File: config.mk
export PLATFORM = sky130hd
export DESIGN_NAME = supmon_rst_ctrl
export DESIGN_NICKNAME = d
export VERILOG_FILES = /design/src/rtl/supmon_pkg.sv /design/src/rtl/supmon_sync.sv /design/src/rtl/supmon_channel.sv /design/src/rtl/supmon_rst_seq.sv /design/src/rtl/supmon_rst_ctrl.sv
export SDC_FILE = /design/constraint.sdc
export NUM_CORES = 1
export LEC_CHECK = 0
export CAP_MARGIN = 20
export CORE_MARGIN = 3
export CORE_UTILIZATION = 45
export DETAILED_ROUTE_END_ITERATION = 7
export GPL_TIMING_DRIVEN = 0
export PLACE_DENSITY = 0.84
export SLEW_MARGIN = 20
export SYNTH_ARGS = -nofsm -noshare
export SYNTH_HDL_FRONTEND = slang
export SYNTH_HIERARCHICAL = 1
export SYNTH_SLANG_ARGS = --single-unit
File: constraint.sdc
create_clock -name clk -period 3.8 [get_ports clk]
set_input_delay 0.76 -clock clk [delete_from_list [all_inputs] [get_ports clk]]
set_output_delay 0.76 -clock clk [all_outputs]
set_load 0.02 [all_outputs]
File: src/rtl/supmon_pkg.sv
package supmon_pkg;

  localparam int NMON = 2;
  localparam int MON_CORE = 0;
  localparam int MON_BATT = 1;

  localparam int CAUSE_W = 3;
  localparam int CAUSE_PF = 0;
  localparam int CAUSE_SW = 1;
  localparam int CAUSE_FLASH = 2;

  typedef struct packed {
    logic batt_ie;
    logic core_ie;
    logic batt_sel;
    logic batt_en;
    logic core_sel;
    logic core_en;
  } mon_cfg_t;

  localparam int CFG_W = $bits(mon_cfg_t);
  localparam mon_cfg_t CFG_DEFAULT = 6'b000011;

  // a monitor is live when enabled and the device is awake
  function automatic logic mon_live(input logic en, input logic asleep);
    return en & ~asleep;
  endfunction

  // a live, selected monitor with its supply low demands reset
  function automatic logic mon_fires(input logic live, input logic sel,
                                     input logic below);
    return live & sel & below;
  endfunction

  // next OK flag: an idle monitor reports OK
  function automatic logic ok_next(input logic live, input logic warn);
    return live ? ~warn : 1'b1;
  endfunction

  // reset cause chosen for a new reset event, power-fail first
  function automatic logic [CAUSE_W-1:0] cause_pick(input logic pf,
                                                    input logic flash_err);
    logic [CAUSE_W-1:0] c;
    c = '0;
    if (pf) c[CAUSE_PF] = 1'b1;
    else if (flash_err) c[CAUSE_FLASH] = 1'b1;
    else c[CAUSE_SW] = 1'b1;
    return c;
  endfunction

endpackage

File: src/rtl/supmon_sync.sv
module supmon_sync #(
  parameter int W = 4,
  parameter int STAGES = 2
) (
  input  logic         clk,
  input  logic         rst_n,
  input  logic [W-1:0] d,
  output logic [W-1:0] q
);
  logic [W-1:0] stg [STAGES];

  always_ff @(posedge clk or negedge rst_n) begin
    if (!rst_n) begin
      for (int i = 0; i < STAGES; i++) stg[i] <= '0;
    end else begin
      stg[0] <= d;
      for (int i = 1; i < STAGES; i++) stg[i] <= stg[i-1];
    end
  end

  assign q = stg[STAGES-1];
endmodule

File: src/rtl/supmon_channel.sv
module supmon_channel
  import supmon_pkg::*;
(
  input  logic clk,
  input  logic rst_n,
  input  logic en,
  input  logic sel,
  input  logic ie,
  input  logic asleep,
  input  logic below_rst_s,
  input  logic below_warn_s,
  output logic fire,
  output logic ok,
  output logic irq
);
  logic live;

  assign live = mon_live(en, asleep);
  assign fire = mon_fires(live, sel, below_rst_s);

  always_ff @(posedge clk or negedge rst_n) begin
    if (!rst_n) ok <= 1'b1;
    else ok <= ok_next(live, below_warn_s);
  end

  assign irq = ie & ~ok;

  // an idle monitor reports OK on the next cycle
  a_r7_idle_ok: assert property (@(posedge clk) disable iff (!rst_n)
    !live |=> ok);
  // an interrupt needs a warning seen one cycle earlier
  a_r8_irq_from_warn: assert property (@(posedge clk) disable iff (!rst_n)
    irq |-> $past(below_warn_s));
  // a disabled monitor never demands reset
  a_r10_sel_needs_en: assert property (@(posedge clk) disable iff (!rst_n)
    !en |-> !fire);
endmodule

File: src/rtl/supmon_rst_seq.sv
module supmon_rst_seq
  import supmon_pkg::*;
#(
  parameter int STRETCH = 16
) (
  input  logic               clk,
  input  logic               por_n,
  input  logic               pf_cond,
  input  logic               flash_err,
  input  logic               sw_req,
  output logic               rst_active,
  output logic [CAUSE_W-1:0] cause,
  output logic               pf_release
);
  localparam int CNT_W = $clog2(STRETCH + 1);
  localparam logic [CNT_W-1:0] CNT_LAST = CNT_W'(STRETCH - 1);

  logic [CNT_W-1:0] cnt;
  logic             pf_seen;
  logic             any_cond;
  logic             done;

  assign any_cond = pf_cond | flash_err | sw_req;
  assign done = rst_active && !any_cond && (cnt == CNT_LAST);
  assign pf_release = done && pf_seen;

  always_ff @(posedge clk or negedge por_n) begin
    if (!por_n) begin
      rst_active <= 1'b1;
      cnt <= '0;
      cause <= CAUSE_W'(1 << CAUSE_PF);
      pf_seen <= 1'b0;
    end else if (any_cond) begin
      rst_active <= 1'b1;
      cnt <= '0;
      pf_seen <= (rst_active & pf_seen) | pf_cond;
      if (!(rst_active && pf_seen)) cause <= cause_pick(pf_cond, flash_err);
    end else if (rst_active) begin
      if (cnt == CNT_LAST) begin
        rst_active <= 1'b0;
        pf_seen <= 1'b0;
      end else begin
        cnt <= cnt + 1'b1;
      end
    end
  end

  // any reset condition holds reset on the next cycle
  a_r2_cond_holds: assert property (@(posedge clk) disable iff (!por_n)
    any_cond |=> rst_active);
  // reset never releases right after a live condition
  a_r3_no_early_release: assert property (@(posedge clk) disable iff (!por_n)
    $fell(rst_active) |-> $past(!any_cond));
  // a power-fail episode leaves the power-fail cause behind
  a_r4_pf_cause: assert property (@(posedge clk) disable iff (!por_n)
    pf_release |=> cause[CAUSE_PF]);
  // the cause register stays one-hot
  a_r1_cause_onehot: assert property (@(posedge clk) disable iff (!por_n)
    $countones(cause) == 1);
endmodule

File: src/rtl/supmon_rst_ctrl.sv
module supmon_rst_ctrl
  import supmon_pkg::*;
#(
  parameter int STRETCH = 16,
  parameter int SYNC_STAGES = 2
) (
  input  logic               clk,
  input  logic               por_n,
  input  logic               core_below_rst,
  input  logic               core_below_warn,
  input  logic               batt_below_rst,
  input  logic               batt_below_warn,
  input  logic               sw_reset_req,
  input  logic               sleep_req,
  input  logic               wake_req,
  input  logic               flash_req,
  input  logic               cfg_we,
  input  logic [CFG_W-1:0]   cfg_wdata,
  output logic               sys_rst_n,
  output logic [CAUSE_W-1:0] rst_cause,
  output logic               ram_invalid,
  output logic [CFG_W-1:0]   cfg_state,
  output logic               core_ok,
  output logic               batt_ok,
  output logic               core_irq,
  output logic               batt_irq,
  output logic               flash_grant
);
  localparam int RAW_W = 2 * NMON;

  mon_cfg_t          cfg_q;
  logic              asleep;
  logic              rst_active;
  logic              pf_release;
  logic              flash_err;
  logic              pf_cond;
  logic [RAW_W-1:0]  raw_in;
  logic [RAW_W-1:0]  syn_in;
  logic [NMON-1:0]   m_en, m_sel, m_ie, m_fire, m_ok, m_irq;
  logic [NMON-1:0]   m_below, m_warn;

  assign raw_in = {batt_below_warn, core_below_warn, batt_below_rst, core_below_rst};

  supmon_sync #(.W(RAW_W), .STAGES(SYNC_STAGES)) u_sync (
    .clk(clk), .rst_n(por_n), .d(raw_in), .q(syn_in)
  );

  assign m_below = syn_in[NMON-1:0];
  assign m_warn = syn_in[RAW_W-1:NMON];
  assign m_en = {cfg_q.batt_en, cfg_q.core_en};
  assign m_sel = {cfg_q.batt_sel, cfg_q.core_sel};
  assign m_ie = {cfg_q.batt_ie, cfg_q.core_ie};

  for (genvar g = 0; g < NMON; g++) begin : g_mon
    supmon_channel u_ch (
      .clk(clk), .rst_n(por_n), .en(m_en[g]), .sel(m_sel[g]), .ie(m_ie[g]),
      .asleep(asleep), .below_rst_s(m_below[g]), .below_warn_s(m_warn[g]),
      .fire(m_fire[g]), .ok(m_ok[g]), .irq(m_irq[g])
    );
  end

  assign pf_cond = |m_fire;
  assign flash_err = flash_req && !cfg_q.core_en && !rst_active;
  assign flash_grant = flash_req && cfg_q.core_en && !rst_active;

  supmon_rst_seq #(.STRETCH(STRETCH)) u_seq (
    .clk(clk), .por_n(por_n), .pf_cond(pf_cond), .flash_err(flash_err),
    .sw_req(sw_reset_req), .rst_active(rst_active), .cause(rst_cause),
    .pf_release(pf_release)
  );

  always_ff @(posedge clk or negedge por_n) begin
    if (!por_n) cfg_q <= CFG_DEFAULT;
    else if (pf_release) cfg_q <= CFG_DEFAULT;
    else if (cfg_we && !rst_active) cfg_q <= mon_cfg_t'(cfg_wdata);
  end

  always_ff @(posedge clk or negedge por_n) begin
    if (!por_n) asleep <= 1'b0;
    else if (pf_release) asleep <= 1'b0;
    else if (sleep_req && !rst_active) asleep <= 1'b1;
    else if (wake_req) asleep <= 1'b0;
  end

  assign sys_rst_n = ~rst_active;
  assign ram_invalid = rst_cause[CAUSE_PF];
  assign cfg_state = cfg_q;
  assign core_ok = m_ok[MON_CORE];
  assign batt_ok = m_ok[MON_BATT];
  assign core_irq = m_irq[MON_CORE];
  assign batt_irq = m_irq[MON_BATT];

  // configuration is frozen while reset is held, except power-fail default
  a_r11_cfg_frozen: assert property (@(posedge clk) disable iff (!por_n)
    (rst_active && !pf_release) |=> $stable(cfg_q));
  // unprotected flash request forces reset next cycle
  a_r9_flash_reset: assert property (@(posedge clk) disable iff (!por_n)
    (flash_req && !cfg_q.core_en && sys_rst_n) |=> !sys_rst_n);
  // no power-fail demand while asleep
  a_r6_sleep_quiet: assert property (@(posedge clk) disable iff (!por_n)
    asleep |-> !pf_cond);
  // power-fail release restores the default configuration
  a_r4_cfg_default: assert property (@(posedge clk) disable iff (!por_n)
    pf_release |=> (cfg_q == CFG_DEFAULT));
endmodule

After elaboration in Yosys (flattened, before gate mapping):

Cells that the tools add are included.

* flip-flop bits (word level): 27
* bits of input ports: 17
* output and inout port bits: 16
* logic and storage cells: 78

* add/subtract/negate cells: 1
* equality and inequality tests: 2
* muxes and demuxes: 20
* bitwise logic cells: 19
* reductions and logical operators: 21

Operator list (number)
* 5-bit two-way mux: 3
* 1-bit two-way mux: 14
* 6-bit two-way mux: 2
* 1-bit logical AND: 10
* 1-bit AND: 9
* 1-bit NOT: 7
* 2-bit AND reduction: 3
* 2-bit nonzero test: 3
* 5-bit by 1-bit adder with 5-bit output (second input constant): 1
* 5-bit by 4-bit equality test with 1-bit output (second input constant): 1
* 1-bit logical NOT: 3
* 1-bit OR: 3
* 3-bit nonzero test: 1
* 2-bit two-way mux: 1
* 2-bit by 1-bit inequality test with 1-bit output (second input constant): 1
* 2-bit OR reduction: 1

Depth between registers and ports, before layout:

Gate-level depths: netlist (run 1).

* depth after elaboration: 12
* mapped depth: 9
* mapped depth without buffers: 7

Modules after synthesis:

The synthesis (run 1) kept the hierarchy.

By module, submodules not included
* supmon_rst_seq: times used 1, cells an instance 49, area an instance 515.5 µm², sequential area each 252.7 µm²
* supmon_rst_ctrl: times used 1, cells an instance 35, area an instance 380.4 µm², sequential area each 177.7 µm²
* supmon_sync: times used 1, cells an instance 12, area an instance 230.2 µm², sequential area each 200.2 µm²
* supmon_channel: times used 2, cells an instance 4, area an instance 50.0 µm², sequential area each 26.3 µm²

Least setup slack after synthesis (run 1):

Ideal clock, no wire load.

* kind: register to register
* start point: reg cfg_q, in the netlist cfg_state[2]
* end point: reg cfg_q, in the netlist cfg_state[5]
* setup time: 0.129 ns
* arrival time: 1.971 ns
* required time: 3.671 ns
* slack: 1.700 ns
* stages on the path, launching flop included: 9
* buffers on the path: 2
* period minus slack after synthesis: 2.100 ns
* path through: dfrtp_1 and4b_1 or2_2 or3_1 buf_6 nor2_1 buf_4 nand4bb_1 o21ai_0

* cells in the longest elaborated chain, start to end: 11
* elaborated cells between the ends (all ways): 12
* classes of those cells: mux: 1; bitwise: 5; reduce/logical: 6

RTL lines
* start, declared: RTL line supmon_rst_ctrl.sv:31 `mon_cfg_t cfg_q;`
* start signal, assigned: RTL line supmon_rst_ctrl.sv:75 `else if (cfg_we && !rst_active) cfg_q <= mon_cfg_t'(cfg_wdata);`
* 1-bit AND (*): RTL line supmon_pkg.sv:26 `return en & ~asleep;`
* 1-bit AND (*) (2 in a row): RTL line supmon_pkg.sv:32 `return live & sel & below;`
* via m_fire[1]: RTL line supmon_rst_ctrl.sv:39 `logic [NMON-1:0] m_en, m_sel, m_ie, m_fire, m_ok, m_irq;`
* 2-bit OR reduction (*): RTL line supmon_rst_ctrl.sv:62 `assign pf_cond = |m_fire;`
* via pf_cond: RTL line supmon_rst_ctrl.sv:36 `logic pf_cond;`
* 1-bit OR (*) (2 in a row): RTL line supmon_rst_seq.sv:23 `assign any_cond = pf_cond | flash_err | sw_req;`
* 1-bit logical NOT (*): RTL line supmon_rst_seq.sv:24 `assign done = rst_active && !any_cond && (cnt == CNT_LAST);`
* 1-bit logical AND (*) (2 in a row): RTL line supmon_rst_seq.sv:24
* 1-bit logical AND (*): RTL line supmon_rst_seq.sv:25 `assign pf_release = done && pf_seen;`
* via pf_release: RTL line supmon_rst_ctrl.sv:34 `logic pf_release;`
* 6-bit two-way mux / 2-bit nonzero test (equally long branches)

Mark *: on every way through the listed nets, which the timed path passes. The rest lies on a longest branch.
A chain may end at the register's enable or synchronous reset.

Worst setup path in the final report (run 1):

* start point: in flash_req
* end point: out flash_grant

* cells in the longest elaborated chain, start to end: 2

RTL lines
* start, declared: RTL line supmon_rst_ctrl.sv:16 `input logic flash_req,`
* 1-bit logical AND (2 in a row): RTL line supmon_rst_ctrl.sv:64 `assign flash_grant = flash_req && cfg_q.core_en && !rst_active;`
* end, declared: RTL line supmon_rst_ctrl.sv:27 `output logic flash_grant`

Every way passes these cells.

==> run metrics, run 1 <==
status completed; total number of vias 870; Post-Syn Area 0.00123 mm2; Diodes inserted 0; Post-Route WL 2220 um; DIE HEIGHT 58.2 um; Crit. End Element output pin; drt drc 0; Area contributors post-synth dfrtp_1, dfstp_2, buf_4; synth warn 6; Layout area overhead 31.2%; initial cell density of the core 48.2%; Die ar. 0.00339 mm2; Core Region 0.00254 mm2; final period utilization 71.9%; Die W 58.2 um; Final setup viols 0; total CTS buffers 3; f_max 366 MHz; GR Util All Layers 15.3%; Distinct cells, synth 33; Initial DRC Count 17; worst slew pin tran 589 ps; antenna violations before repair 0; clock sink count 27; Worst Hold Class register to register; Req. time, crit path 3040 ps; worst skew pair latency 320 ps; Tmin final 2730 ps; CP max stage cell clkdlybuf4s50_1; Root Buffer clkbuf_4; post-cts resize count 0; Reg clk slew, reported paths 150 ps; CP max FO 2; Mapped Cells 104; Setup TNS 0 ps; Worst EP arrival 1970 ps; final core utilization 63.2%; synthesized net count 124; vias in the first global route 919; crit-path most repeated cell clkdlybuf4s50_1; fin nets 161; num ports 33; max cap viols 0; final antenna-violating net count 0; CTS H-tree depth 1; GRT overflow 0; crit path kind input pin to output pin; first-pass GRT wire length 4030 um; top-area cell type share of the netlist area 42.9%; Vias per Instance 5.12; DRT Pass-1 Iters 4; Post-CTS Setup Bufs 0; max incr delay on CP 600 ps; RD Place Congestion 0.804; fraction of layout cells with a size suffix above 1 19.3%; CP Cell Sequence clkdlybuf4s50_1 -> and3_1 -> clkdlybuf4s50_1; Fin. Hold Viols 0; syn avg cell area 11.8 um2; fin. max-slew vios 0; largest net degree at the start of global routing 28; Max clock buf depth 2; PortBufs 32; RSZ-0062 raised after global routing false; row cnt 18; register area share after synthesis 55.7%; #FFs+latches synth 27; Yosys top cell by area dfrtp_1; Max-slew headroom 60.7%; startpoint types input pin; CTS tree built; drt wl/cell 13.1 um; hold-fix buffers at CTS 0; clk_skew 4.29 ps; HPWL after DPL 1630 um; LEAKAGE 0.702 nW; power per cell area 313 mW/mm2; VDD IR max 0.248 mV
## where the power goes
part           internal [mW]  switching (mW)  leakage (nW)
logic                 0.0370          0.0286         0.361
registers              0.303         0.00931         0.327
clock network         0.0402          0.0856        0.0139
## critical path, delay by kind of cell
| kind | cells | cell delay, ps |
|---|---|---|
| simple gates | 1 | 150 |
| buf+inv | 2 | 1060 |
## stage by stage
stage / area, um2 / worst slack, ps / power [mW] / hold WS (ps) / instances
final: 1610 / 1070 / 0.503 / 363 / 170
after global routing: 1610 / 1010 / 0.526 / 374 / 170
after CTS: 1610 / 1060 / 0.508 / 367 / 170
after detailed placement: 1580 / 1070 / 0.384 / 336 / 166
after global placement: 1580 / 1070 / 0.382 / 331 / 166
after floorplan: 1230 / 1700 / 0.344 / 331 / 104
## cell usage in the layout (no fill, tap or decap), types with 3 or more instances in the layout
master	n
nand2_1	3
clkdlybuf4s50_1	31
nand4bb_1	4
clkbuf_4	3
dfstp_2	6
nor2_1	8
nand2b_1	4
ha_1	3
o21ai_0	6
nand2b_2	3
a21oi_1	5
dfrtp_1	21
nand3b_1	3
inv_1	4
buf_4	6
## metal layers
metal	global-route usage (%)	routed length (um)	vias to the layer above	share of wire [%]
met5	0	0	-	0
met4	4.97	16	0	0.72
met3	2.45	115	2	5.2
met2	24.4	1060	24	48
met1	21.4	1030	420	46
li1	-	-	424	-
## Yosys cell counts
master and number:
o21ai_0 6, mux2i_1 2, inv_1 4, xnor2_1 1
a32o_1 1, nand2_4 1, mux2_4 1, nand4bb_1 4
buf_6 1, and2b_1 1, nand2b_2 3, a32oi_1 1
nand3_1 2, a21oi_1 5, or2_2 2, or3_1 2
and4b_1 2, ha_1 3, nor2b_4 1, dfstp_2 6
nor3_1 1, o21ai_1 2, dfrtp_1 21, and3_1 2
nor3b_1 1, nor2_1 8, xor2_1 1, nand2b_1 4
nand3b_1 3, a211oi_2 1, nand2_1 3, buf_4 6
nor2b_1 2
## registers in the layout, indices dropped and copies added, names as in the netlist
register / count
u_sync/q: 4
asleep: 1
u_seq/cause: 3
u_seq/pf_seen: 1
u_seq/cnt: 5
g_mon.u_ch/ok: 2
cfg_state: 6
u_seq/rst_active: 1
u_sync/stg: 4
## layout make-up
class / instances / area [um2]
Fill cell: 210 / 936
Sequential cell: 27 / 683
Multi-Input combinational cell: 66 / 472
Timing Repair Buffer: 32 / 315
Buffer: 7 / 56.3
Tap cell: 30 / 37.5
Clock buffer: 3 / 22.5
Inverter: 4 / 15.0
Clock inverter: 1 / 7.51
## kinds of logic (layout without fill, tap and decap cells)
kind of cell    after synthesis  in the layout  synth area share (%)
simple gates                 42             42                  23.3
flops                        27             27                  55.7
compound gates               16             16                  7.86
buf+inv                      11             47                  5.82
fa+ha+maj                     3              3                  3.06
mux                           3              3                  2.86
xor+xnor                      2              2                  1.43
## final timing paths
kind	start	endpoint	slack, ps	depth (start not counted)
worst max-delay path	flash_req	flash_grant	1070	3
min in group asynchronous	por_n	u_seq/cause[2]	420	1
worst min-delay path	u_sync/stg[5]	u_sync/q[1]	360	0
worst min register to register	u_sync/stg[5]	u_sync/q[1]	360	0
max in group asynchronous	por_n	u_seq/rst_active	3000	1
worst max register to register	u_sync/q[1]	cfg_state[5]	1500	9
Power figures use the tool's default switching activity.
==> inputs of run 2 (changes only) <==
- CORE_UTILIZATION: 45 -> 42
- PLACE_DENSITY: 0.84 -> 0.83
- clock period: 3.8 -> 2.4 ns (I/O delays scaled with it)
==> run 2 against run 1 <==
Compared with the run above:
- utilization shrank 1.4 points
- first-iteration DRC count grew 53%
- critical path depth unchanged
- flip-flop and latch count did not move
- non-clock buffer count unchanged
- via count grew 2.6%
- sequential share of layout area is 0.068 points higher
- die area is 6.4% higher
- clock power rose by 59%
- sequential power up 58%
- largest cell class unchanged
- highest routed layer unchanged
==> run metrics, run 2 (same netlist as run 1, synthesis figures left out) <==
status completed; drt drc 0 (unchanged); Fin. Hold Viols 0 (unchanged); initial cell density of the core 46.9% (-1.2 points); DIE HEIGHT 60.0 um (+3.1%); Initial DRC Count 26 (+9); RSZ-0062 raised after global routing false; Reg clk slew, reported paths 150 ps (about the same); antenna violations before repair 0 (unchanged); Setup TNS 0 ps (unchanged); fin. max-slew vios 0 (unchanged); Inst Count DP 166 (unchanged); Layout area overhead 31.7%; worst slew pin tran 572 ps (-17.4 ps); final period utilization 95.4%; vias in the first global route 889 (-3.3%); CTS H-tree depth 1 (unchanged); hold-fix buffers at CTS 0 (unchanged); pre-CTS WS 103 ps (-966 ps); Crit. End Element output pin; power per cell area 494 mW/mm2 (+58%); Core Region 0.00261 mm2 (+2.7%); fraction of layout cells with a size suffix above 1 20.0% (+0.71 points); sequential cell area 687 um2 (+0.55%); GR Util All Layers 15.1% (-0.19 points); Post-Route WL 2330 um (+4.8%); total number of vias 893 (+2.6%); HPWL after DPL 1770 um (+8.5%); Worst Hold Class input pin to async pin; drt wl/cell 13.7 um (+4.8%); area post-placement 0.00158 mm2 (unchanged); startpoint types register; final core utilization 61.8% (-1.4 points); fin nets 161 (unchanged); r2r setup slk 190 ps (-1310 ps); num ports 33 (unchanged); Setup WS post-layout 110 ps (-959 ps); Multi-input gate area 474 um2 (+0.53%); crit path kind register to output pin; Power, Total 0.799 mW (+59%); DRT Pass-1 Iters 4 (unchanged); final antenna-violating net count 0 (unchanged); RD Place Congestion 0.738 (-8.2%); first-pass GRT wire length 3990 um (-1.0%); Tmin final 2290 ps; Req. time, crit path 1920 ps (-1120 ps); worst skew pair latency 330 ps (about the same); Root Buffer clkbuf_4; Max clock buf depth 2 (unchanged); PortBufs 32 (unchanged); row cnt 18 (unchanged); Max-slew headroom 61.9% (+1.2 points); f_max 437 MHz; Die W 60.0 um (+3.1%); LEAKAGE 0.701 nW (about the same); clk_skew 6.26 ps (+1.98 ps); flip-flop count of the largest register after layout 6 (unchanged); total CTS buffers 3 (unchanged); GRT overflow 0 (unchanged); fill count 220 (+4.8%); most common cell after layout, fill and taps aside clkdlybuf4s50_1; CTS tree built; Diodes inserted 0 (unchanged); max cap viols 0 (unchanged); final cell count without fillers 170 (unchanged); Hold Slack 122 ps (-241 ps); Die ar. 0.00360 mm2 (+6.4%); commonest cells after routing, fill and taps aside clkdlybuf4s50_1, dfrtp_1, nor2_1; Final Cell Area 0.00162 mm2 (+0.39%); Final setup viols 0 (unchanged); VDD IR max 0.494 mV (+99%); Worst EP arrival 1810 ps (-160 ps); CP max FO 16 (+14); Vias per Instance 5.25 (+2.6%); clock sink count 27 (unchanged); largest net degree at the start of global routing 28 (unchanged)
-- run 2: cell types whose count changed in the layout (fill, tap and decap cells not counted) --
| cell | delta |
|---|---|
| dfstp_2 | -1 |
| dfstp_4 | +1 |
| nor2_1 | -1 |
| nor2_2 | +1 |
-- run 2: final cells by class --
class / count / area share, %
repair buffers: 32 / 19.5
inverters: 4 / 0.930
well taps: 30 / 2.32
multi-input cells: 66 / 29.4
flip-flops and latches: 27 / 42.5
clock inverters: 1 / 0.465
clock buffers: 3 / 1.39
plain buffers: 7 / 3.49
-- run 2: worst max-delay path, cell delays in order (launching register included) --
cell             delay [ps]
dfstp_4                 740
inv_1                    70
and3_1                  140
clkdlybuf4s50_1         530
-- run 2: routing by layer --
layer  routed length [um]  track usage [%]  vias up
met5                    0                0        -
met4                   53             7.59        0
met3                  267             4.75        6
met2                 1050             22.4       45
met1                  957             19.8      415
li1                     -                -      427
-- run 2: repair_timing --
action,CTS,global route
buffers inserted,0,0
resized for setup,0,2
setup endpoints to repair,0,3
-- run 2: path summary, 6_finish.rpt --
path                                  startpoint        endpoint  depth (start not counted)
min in group clk                   u_sync/stg[4]     u_sync/q[0]                          0
max in group asynchronous                  por_n  u_seq/cause[0]                          1
worst min-delay path                       por_n    cfg_state[3]                          1
worst min register to register     u_sync/stg[4]     u_sync/q[0]                          0
worst max register to register       u_sync/q[1]    cfg_state[5]                          9
worst max-delay path            u_seq/rst_active     flash_grant                          3
-- run 2: power breakdown --
| group | internal [mW] | leakage, nW | total [mW] | switching, mW |
|---|---|---|---|---|
| logic | 0.0590 | 0.360 | 0.106 | 0.0473 |
| clock network | 0.0638 | 0.0139 | 0.200 | 0.136 |
| registers | 0.479 | 0.327 | 0.493 | 0.0136 |
| total | 0.602 | 0.701 | 0.799 | 0.197 |
